### config.mk
export PLATFORM = sky130hd
export DESIGN_NAME = acc_exec
export DESIGN_NICKNAME = d
export VERILOG_FILES = /design/src/rtl/acc_pkg.sv /design/src/rtl/acc_decode.sv /design/src/rtl/acc_imm_ext.sv /design/src/rtl/acc_alu.sv /design/src/rtl/acc_lane_merge.sv /design/src/rtl/acc_exec.sv
export SDC_FILE = /design/constraint.sdc
export NUM_CORES = 1
export LEC_CHECK = 0
export ABC_CLOCK_PERIOD_IN_PS = 4850
export BUFFER_PORTS_ARGS = -buffer_cell sky130_fd_sc_hd__buf_4
export CAP_MARGIN = 20
export CORE_AREA = 3 3 109 137
export DETAILED_ROUTE_END_ITERATION = 12
export DIE_AREA = 0 0 112 140
export PLACE_DENSITY = 0.76
export SLEW_MARGIN = 20
export SYNTH_ARGS = -nofsm -noshare
export SYNTH_HDL_FRONTEND = slang
export SYNTH_SLANG_ARGS = --single-unit
### constraint.sdc
create_clock -name clk -period 4.85 [get_ports clk]
set_clock_uncertainty 0.15 [all_clocks]
set_input_delay 0.2425 -clock clk [delete_from_list [all_inputs] [get_ports clk]]
set_output_delay 0.2425 -clock clk [all_outputs]
set_load 0.02 [all_outputs]
### src/rtl/acc_pkg.sv
package acc_pkg;

   typedef enum logic [4:0] {
      OP_NOP  = 5'd0,
      OP_ADD  = 5'd1,
      OP_ADDI = 5'd2,
      OP_SUB  = 5'd3,
      OP_SUBI = 5'd4,
      OP_SRA  = 5'd5,
      OP_AND  = 5'd6,
      OP_ANDI = 5'd7,
      OP_OR   = 5'd8,
      OP_ORI  = 5'd9,
      OP_XOR  = 5'd10,
      OP_XORI = 5'd11,
      OP_LD   = 5'd12,
      OP_LDI  = 5'd13,
      OP_LDH1 = 5'd14,
      OP_LDH2 = 5'd15,
      OP_LDH3 = 5'd16,
      OP_ST   = 5'd17
   } op_e;

   typedef enum logic [2:0] {
      FN_PASS = 3'd0,
      FN_ADD  = 3'd1,
      FN_SUB  = 3'd2,
      FN_AND  = 3'd3,
      FN_OR   = 3'd4,
      FN_XOR  = 3'd5,
      FN_SRA  = 3'd6
   } alu_fn_e;

   typedef struct packed {
      alu_fn_e    fn;
      logic       use_imm;
      logic       imm_sext;
      logic       wr_acc;
      logic       lane_ld;
      logic [1:0] lane;
      logic       store;
   } ctl_t;

endpackage

### src/rtl/acc_decode.sv
module acc_decode
   import acc_pkg::*;
(
   input  logic [4:0] op_code_i,
   output ctl_t       ctl_o
);

   always_comb begin
      ctl_o          = '0;
      ctl_o.fn       = FN_PASS;
      ctl_o.imm_sext = 1'b1;
      case (op_code_i)
         OP_ADD:  begin ctl_o.fn = FN_ADD; ctl_o.wr_acc = 1'b1; end
         OP_ADDI: begin ctl_o.fn = FN_ADD; ctl_o.use_imm = 1'b1; ctl_o.wr_acc = 1'b1; end
         OP_SUB:  begin ctl_o.fn = FN_SUB; ctl_o.wr_acc = 1'b1; end
         OP_SUBI: begin ctl_o.fn = FN_SUB; ctl_o.use_imm = 1'b1; ctl_o.wr_acc = 1'b1; end
         OP_SRA:  begin ctl_o.fn = FN_SRA; ctl_o.wr_acc = 1'b1; end
         OP_AND:  begin ctl_o.fn = FN_AND; ctl_o.wr_acc = 1'b1; end
         OP_ANDI: begin
            ctl_o.fn = FN_AND; ctl_o.use_imm = 1'b1;
            ctl_o.imm_sext = 1'b0; ctl_o.wr_acc = 1'b1;
         end
         OP_OR:   begin ctl_o.fn = FN_OR; ctl_o.wr_acc = 1'b1; end
         OP_ORI:  begin
            ctl_o.fn = FN_OR; ctl_o.use_imm = 1'b1;
            ctl_o.imm_sext = 1'b0; ctl_o.wr_acc = 1'b1;
         end
         OP_XOR:  begin ctl_o.fn = FN_XOR; ctl_o.wr_acc = 1'b1; end
         OP_XORI: begin
            ctl_o.fn = FN_XOR; ctl_o.use_imm = 1'b1;
            ctl_o.imm_sext = 1'b0; ctl_o.wr_acc = 1'b1;
         end
         OP_LD:   begin ctl_o.fn = FN_PASS; ctl_o.wr_acc = 1'b1; end
         OP_LDI:  begin ctl_o.fn = FN_PASS; ctl_o.use_imm = 1'b1; ctl_o.wr_acc = 1'b1; end
         OP_LDH1: begin ctl_o.lane_ld = 1'b1; ctl_o.lane = 2'd1; ctl_o.wr_acc = 1'b1; end
         OP_LDH2: begin ctl_o.lane_ld = 1'b1; ctl_o.lane = 2'd2; ctl_o.wr_acc = 1'b1; end
         OP_LDH3: begin ctl_o.lane_ld = 1'b1; ctl_o.lane = 2'd3; ctl_o.wr_acc = 1'b1; end
         OP_ST:   begin ctl_o.store = 1'b1; end
         default: ctl_o.wr_acc = 1'b0;
      endcase
   end

endmodule

### src/rtl/acc_imm_ext.sv
module acc_imm_ext #(
   parameter int DATA_W = 32,
   parameter int IMM_W  = 8
) (
   input  logic [IMM_W-1:0]  imm_i,
   output logic [DATA_W-1:0] imm_sx_o,
   output logic [DATA_W-1:0] imm_zx_o
);

   localparam int PAD_W = DATA_W - IMM_W;

   assign imm_sx_o = {{PAD_W{imm_i[IMM_W-1]}}, imm_i};
   assign imm_zx_o = {{PAD_W{1'b0}}, imm_i};

endmodule

### src/rtl/acc_alu.sv
module acc_alu
   import acc_pkg::*;
#(
   parameter int DATA_W    = 32,
   parameter int SUB_STYLE = 0
) (
   input  alu_fn_e           fn_i,
   input  logic [DATA_W-1:0] a_i,
   input  logic [DATA_W-1:0] b_i,
   output logic [DATA_W-1:0] y_o
);

   logic [DATA_W-1:0] diff;

   generate
      if (SUB_STYLE == 0) begin : g_sub_direct
         assign diff = a_i - b_i;
      end else begin : g_sub_invert
         assign diff = a_i + ~b_i + {{(DATA_W-1){1'b0}}, 1'b1};
      end
   endgenerate

   always_comb begin
      case (fn_i)
         FN_ADD:  y_o = a_i + b_i;
         FN_SUB:  y_o = diff;
         FN_AND:  y_o = a_i & b_i;
         FN_OR:   y_o = a_i | b_i;
         FN_XOR:  y_o = a_i ^ b_i;
         FN_SRA:  y_o = {a_i[DATA_W-1], a_i[DATA_W-1:1]};
         default: y_o = b_i;
      endcase
   end

endmodule

### src/rtl/acc_lane_merge.sv
module acc_lane_merge #(
   parameter int DATA_W = 32,
   parameter int IMM_W  = 8
) (
   input  logic [DATA_W-1:0] a_i,
   input  logic [DATA_W-1:0] imm_sx_i,
   input  logic [1:0]        lane_i,
   output logic [DATA_W-1:0] y_o
);

   logic [DATA_W-1:0] cand [4];

   assign cand[0] = imm_sx_i;

   generate
      for (genvar l = 1; l < 4; l++) begin : g_lane
         localparam int LOW_W = l * IMM_W;
         localparam int TOP_W = DATA_W - LOW_W;
         assign cand[l] = {imm_sx_i[TOP_W-1:0], a_i[LOW_W-1:0]};
      end
   endgenerate

   assign y_o = cand[lane_i];

endmodule

### src/rtl/acc_exec.sv
module acc_exec
   import acc_pkg::*;
#(
   parameter int DATA_W    = 32,
   parameter int IMM_W     = 8,
   parameter int SUB_STYLE = 0
) (
   input  logic              clk,
   input  logic              rst_n,
   input  logic              we_i,
   input  logic [4:0]        op_code_i,
   input  logic [DATA_W-1:0] rn_i,
   input  logic [IMM_W-1:0]  imm_i,
   output logic [DATA_W-1:0] acc_o,
   output logic              zero_o,
   output logic              neg_o,
   output logic [DATA_W-1:0] wb_data_o,
   output logic              wb_we_o
);

   localparam int LANES = DATA_W / IMM_W;

   generate
      if ((DATA_W % IMM_W) != 0) begin : g_bad_ratio
         $error("acc_exec: DATA_W must be a multiple of IMM_W");
      end
      if (LANES < 4) begin : g_bad_lanes
         $error("acc_exec: at least four immediate lanes are required");
      end
      if (SUB_STYLE != 0 && SUB_STYLE != 1) begin : g_bad_sub
         $error("acc_exec: SUB_STYLE must be 0 or 1");
      end
   endgenerate

   ctl_t              ctl;
   logic [DATA_W-1:0] imm_sx, imm_zx, operand, alu_y, lane_y, acc_next;
   logic [DATA_W-1:0] acc_q;
   logic              zero_q, neg_q, upd;

   acc_decode u_dec (.op_code_i(op_code_i), .ctl_o(ctl));

   acc_imm_ext #(.DATA_W(DATA_W), .IMM_W(IMM_W)) u_ext (
      .imm_i(imm_i), .imm_sx_o(imm_sx), .imm_zx_o(imm_zx)
   );

   always_comb begin
      if (!ctl.use_imm)      operand = rn_i;
      else if (ctl.imm_sext) operand = imm_sx;
      else                   operand = imm_zx;
   end

   acc_alu #(.DATA_W(DATA_W), .SUB_STYLE(SUB_STYLE)) u_alu (
      .fn_i(ctl.fn), .a_i(acc_q), .b_i(operand), .y_o(alu_y)
   );

   acc_lane_merge #(.DATA_W(DATA_W), .IMM_W(IMM_W)) u_lane (
      .a_i(acc_q), .imm_sx_i(imm_sx), .lane_i(ctl.lane), .y_o(lane_y)
   );

   assign acc_next = ctl.lane_ld ? lane_y : alu_y;
   assign upd      = we_i && ctl.wr_acc;

   always_ff @(posedge clk or negedge rst_n) begin
      if (!rst_n) begin
         acc_q  <= '0;
         zero_q <= 1'b1;
         neg_q  <= 1'b0;
      end else if (upd) begin
         acc_q  <= acc_next;
         zero_q <= (acc_next == '0);
         neg_q  <= acc_next[DATA_W-1];
      end
   end

   assign acc_o     = acc_q;
   assign zero_o    = zero_q;
   assign neg_o     = neg_q;
   assign wb_data_o = acc_q;
   assign wb_we_o   = we_i && ctl.store;

endmodule

==> impl_metrics.yaml <==
setup_path:
  crit_family: "simple AND/OR/NAND/NOR gates"
  worstPathRequired_ns: 4.92
  cp_common_cell: "o31ai_4"
  cp_data_arrival_time_ns: 5.49
  crit_type: "in2reg"
  max_stage_delay_ns: 0.53
  cp-end-kind: "register"
  critical_path_buf_inv_count: 4
  slowest_stage: "or4b_1"
  cp_cell_sequence: "buf_8 -> nand3b_1 -> a31oi_4 -> and2_4 -> buf_4 -> buf_4 -> nand2_2 -> o31ai_4 -> nand3_2 -> o31ai_4 -> xnor2_1 -> ha_1 -> buf_6 -> nand2_1 -> a21oi_2 -> o21ai_2 -> a32oi_2 -> xnor2_2 -> o221a_2 -> a21oi_1 -> or4b_1 -> or4_4 -> or4_4 -> o31ai_4"
  worstSetupStartpointType: "input pin"
  worstPathMaxFanout: 7
timing:
  rsz0062_at_grt: "yes"
  fin_ws_ns: -0.564
  slew_viol_final: 0
  setup-tns-final_ns: -0.704
  setup_viol: 2
  max_freq_mhz: 185
  finalCriticalPeriod_ns: 5.41
  finalHoldViolCount: 0
  period_share: 1.12
  maxSlewHeadroom: 0.266
  worstMarginPinSlew_ns: 1.09
hold_path:
  hold_path.class: "in2async"
drt:
  wl_met1_mm: 12.2
  dr.first_iter.drc_count: 1104
  routed_via_density: 6.53
  drt_first_pass_iters: 6
  wire_per_inst_um: 23.5
  drc: 0
  top_layer_used: "met4"
  vias: 10099
  wl_mm: 36.4
  drt.antenna.violating_nets: 0
  wl_met2_mm: 17.3
  wl_met3_mm: 3.12
power_and_ir_drop:
  intPower_mw: 1.88
  p_leak_nw: 5.35
  combPwrFrac: 0.749
  p_per_area_nw_per_um2: 317
  clkPwrFrac: 0.124
  p_seq_frac: 0.126
  switching_share: 0.480
  p_sw_mw: 1.74
  ir_drop_mv: 0.329
grt:
  groute.usage.overall: 0.445
  grt_pass1_vias: 10037
  grt_max_degree: 60
  grt-ovfl-total: 0
  antenna_found_initial: 0
  grt_pass1_wl_mm: 54.4
synth:
  ys_seq_area_frac: 0.111
  syn-instance-count: 1037
  ys_warn_count: 0
  ys_async_sr_fraction: 1.00
  synth_area_um2: 7450
  synthFlopType: "dfrtp_1"
  ys_seq_elements: 33
  mappedNetlistNets: 1181
  syn_area_per_cell_um2: 7.18
  yosysUniqueCellTypes: 88
  synth_edf_count: 0
die:
  core_area_um2: 13800
  rows: 48
  io_pins: 115
  fp.dieW_um: 112
  die_y_um: 140
  initial_core_util: 0.541
  design.die.area_um2: 15700
placed_design:
  hpwl_mm: 27.2
  dp_slack_ns: -1.22
  port_buffers: 114
  place_congestion: 1.05
clocking:
  cts.sinks: 33
  cts_made_buffers: 5
  cts-root-buf: "clkbuf_16"
  cts_tree: "built"
  h-tree-depth: 2
  clock_latency_ns: 0.30
  clk_pin_slew_worst_paths_ns: 0.07
  clk_path_buf_depth: 2
run:
  max_cap_viol_count: 0
cells_and_area:
  final_nets: 1515
  syn_to_final_growth_pct: 53.3
  diodes: 0
  drive_above_1_share: 0.415
run_status:
  violations: "negative setup slack"
  status: "finished with violations"
-- cells in the mapped netlist, types with 19 or more instances --
master | n | area [um2]
ha_1 | 95 | 1190
buf_4 | 35 | 263
inv_1 | 79 | 297
a22oi_1 | 19 | 143
a21oi_1 | 118 | 591
nand2_1 | 85 | 319
o21ai_0 | 87 | 435
nor2_1 | 61 | 229
dfrtp_1 | 32 | 801
o211ai_1 | 23 | 173
nor3_1 | 25 | 125
xnor2_1 | 42 | 368
clkbuf_1 | 37 | 139
-- per-layer routing --
layer  vias up  global-route usage
met1      4665               0.465
met2       700               0.775
met3       281              0.0851
li1       4453                   -
met4         0               0.351
met5         -                   0
-- worst paths after layout --
kind	slack, ns	cells after the start	from	endpoint
worst max register to register	0.34	14	acc_o[0]$_DFFE_PN0P_	zero_o$_DFFE_PN1P_
min in group clk	0.35	4	imm_i[5]	acc_o[13]$_DFFE_PN0P_
worst min-delay path	0.35	2	rst_n	acc_o[0]$_DFFE_PN0P_
max in group asynchronous	3.81	2	rst_n	acc_o[24]$_DFFE_PN0P_
worst max-delay path	-0.56	24	op_code_i[1]	zero_o$_DFFE_PN1P_
worst min register to register	0.38	2	zero_o$_DFFE_PN1P_	zero_o$_DFFE_PN1P_
-- flip-flops by register name, summed over array words and instances, names as in the netlist --
name / count
acc_o: 32
zero_o: 1
-- cells in the final DEF (no fill, tap or decap), types with 8 or more instances in the layout --
cell,Yosys,routed
buf_6,2,12
a21oi_2,6,17
a211oi_1,15,11
o21ai_1,7,12
o21ai_0,87,75
a221oi_1,15,12
mux2i_1,14,12
nor3_1,25,17
inv_1,79,76
nand4_1,14,14
buf_4,35,405
xor2_1,10,9
dfrtp_1,32,32
a21oi_1,118,101
nand3_1,18,16
nor2_1,61,57
ha_1,95,89
o21a_1,8,8
o211ai_1,23,23
a22oi_1,19,19
nand2_1,85,80
xnor2_1,42,33
a31oi_1,8,8
-- cells by family (layout without fill, tap and decap cells) --
family / Yosys count / in the layout / share of synthesized area
compound gates: 388 / 388 / 0.340
mux: 22 / 22 / 0.0361
simple gates: 267 / 267 / 0.177
fa+ha+maj: 96 / 96 / 0.162
buf+inv: 179 / 514 / 0.113
xor+xnor: 52 / 52 / 0.0612
flops: 33 / 33 / 0.111
-- stage by stage --
stage	util	instances	power (mW)	hold slack [ns]	cell area, um2
2_1_floorplan	-	1037	1.73	-0.203	7620
3_3_place_gp	0.756	1522	2.78	0.103	10400
3_5_place_dp	0.756	1522	2.82	0.108	10400
4_1_cts	0.803	1538	3.42	0.309	11100
5_1_grt	0.830	1547	3.80	0.360	11400
6_report	0.830	1547	3.62	0.347	11400
-- area by class of cell --
class / instances / area (um2)
Multi-Input combinational cell: 825 / 6550
Inverter: 81 / 304
Sequential cell: 33 / 827
Tap cell: 175 / 219
Clock buffer: 5 / 125
Timing Repair Buffer: 425 / 3330
Fill cell: 926 / 2330
Clock inverter: 3 / 65.1
-- power groups by stage --
stage          sequential [mW]  clock (mW)  combinational [mW]
2_1_floorplan            0.504           0                1.23
3_3_place_gp             0.448           0                2.33
3_5_place_dp             0.450           0                2.37
4_1_cts                  0.448       0.447                2.52
5_1_grt                  0.460       0.456                2.88
6_report                 0.457       0.450                2.71
-- timing repair --
action / in CTS / in global routing
hold endpoints to repair: 32 / 0
endpoints found under the setup margin: 5 / 7
gates cloned: 1 / 0
pin swaps: 41 / 31
hold buffers: 1 / 0
setup buffers: 6 / 10
gates resized for setup: 76 / 60
Power figures use the tool's default switching activity.
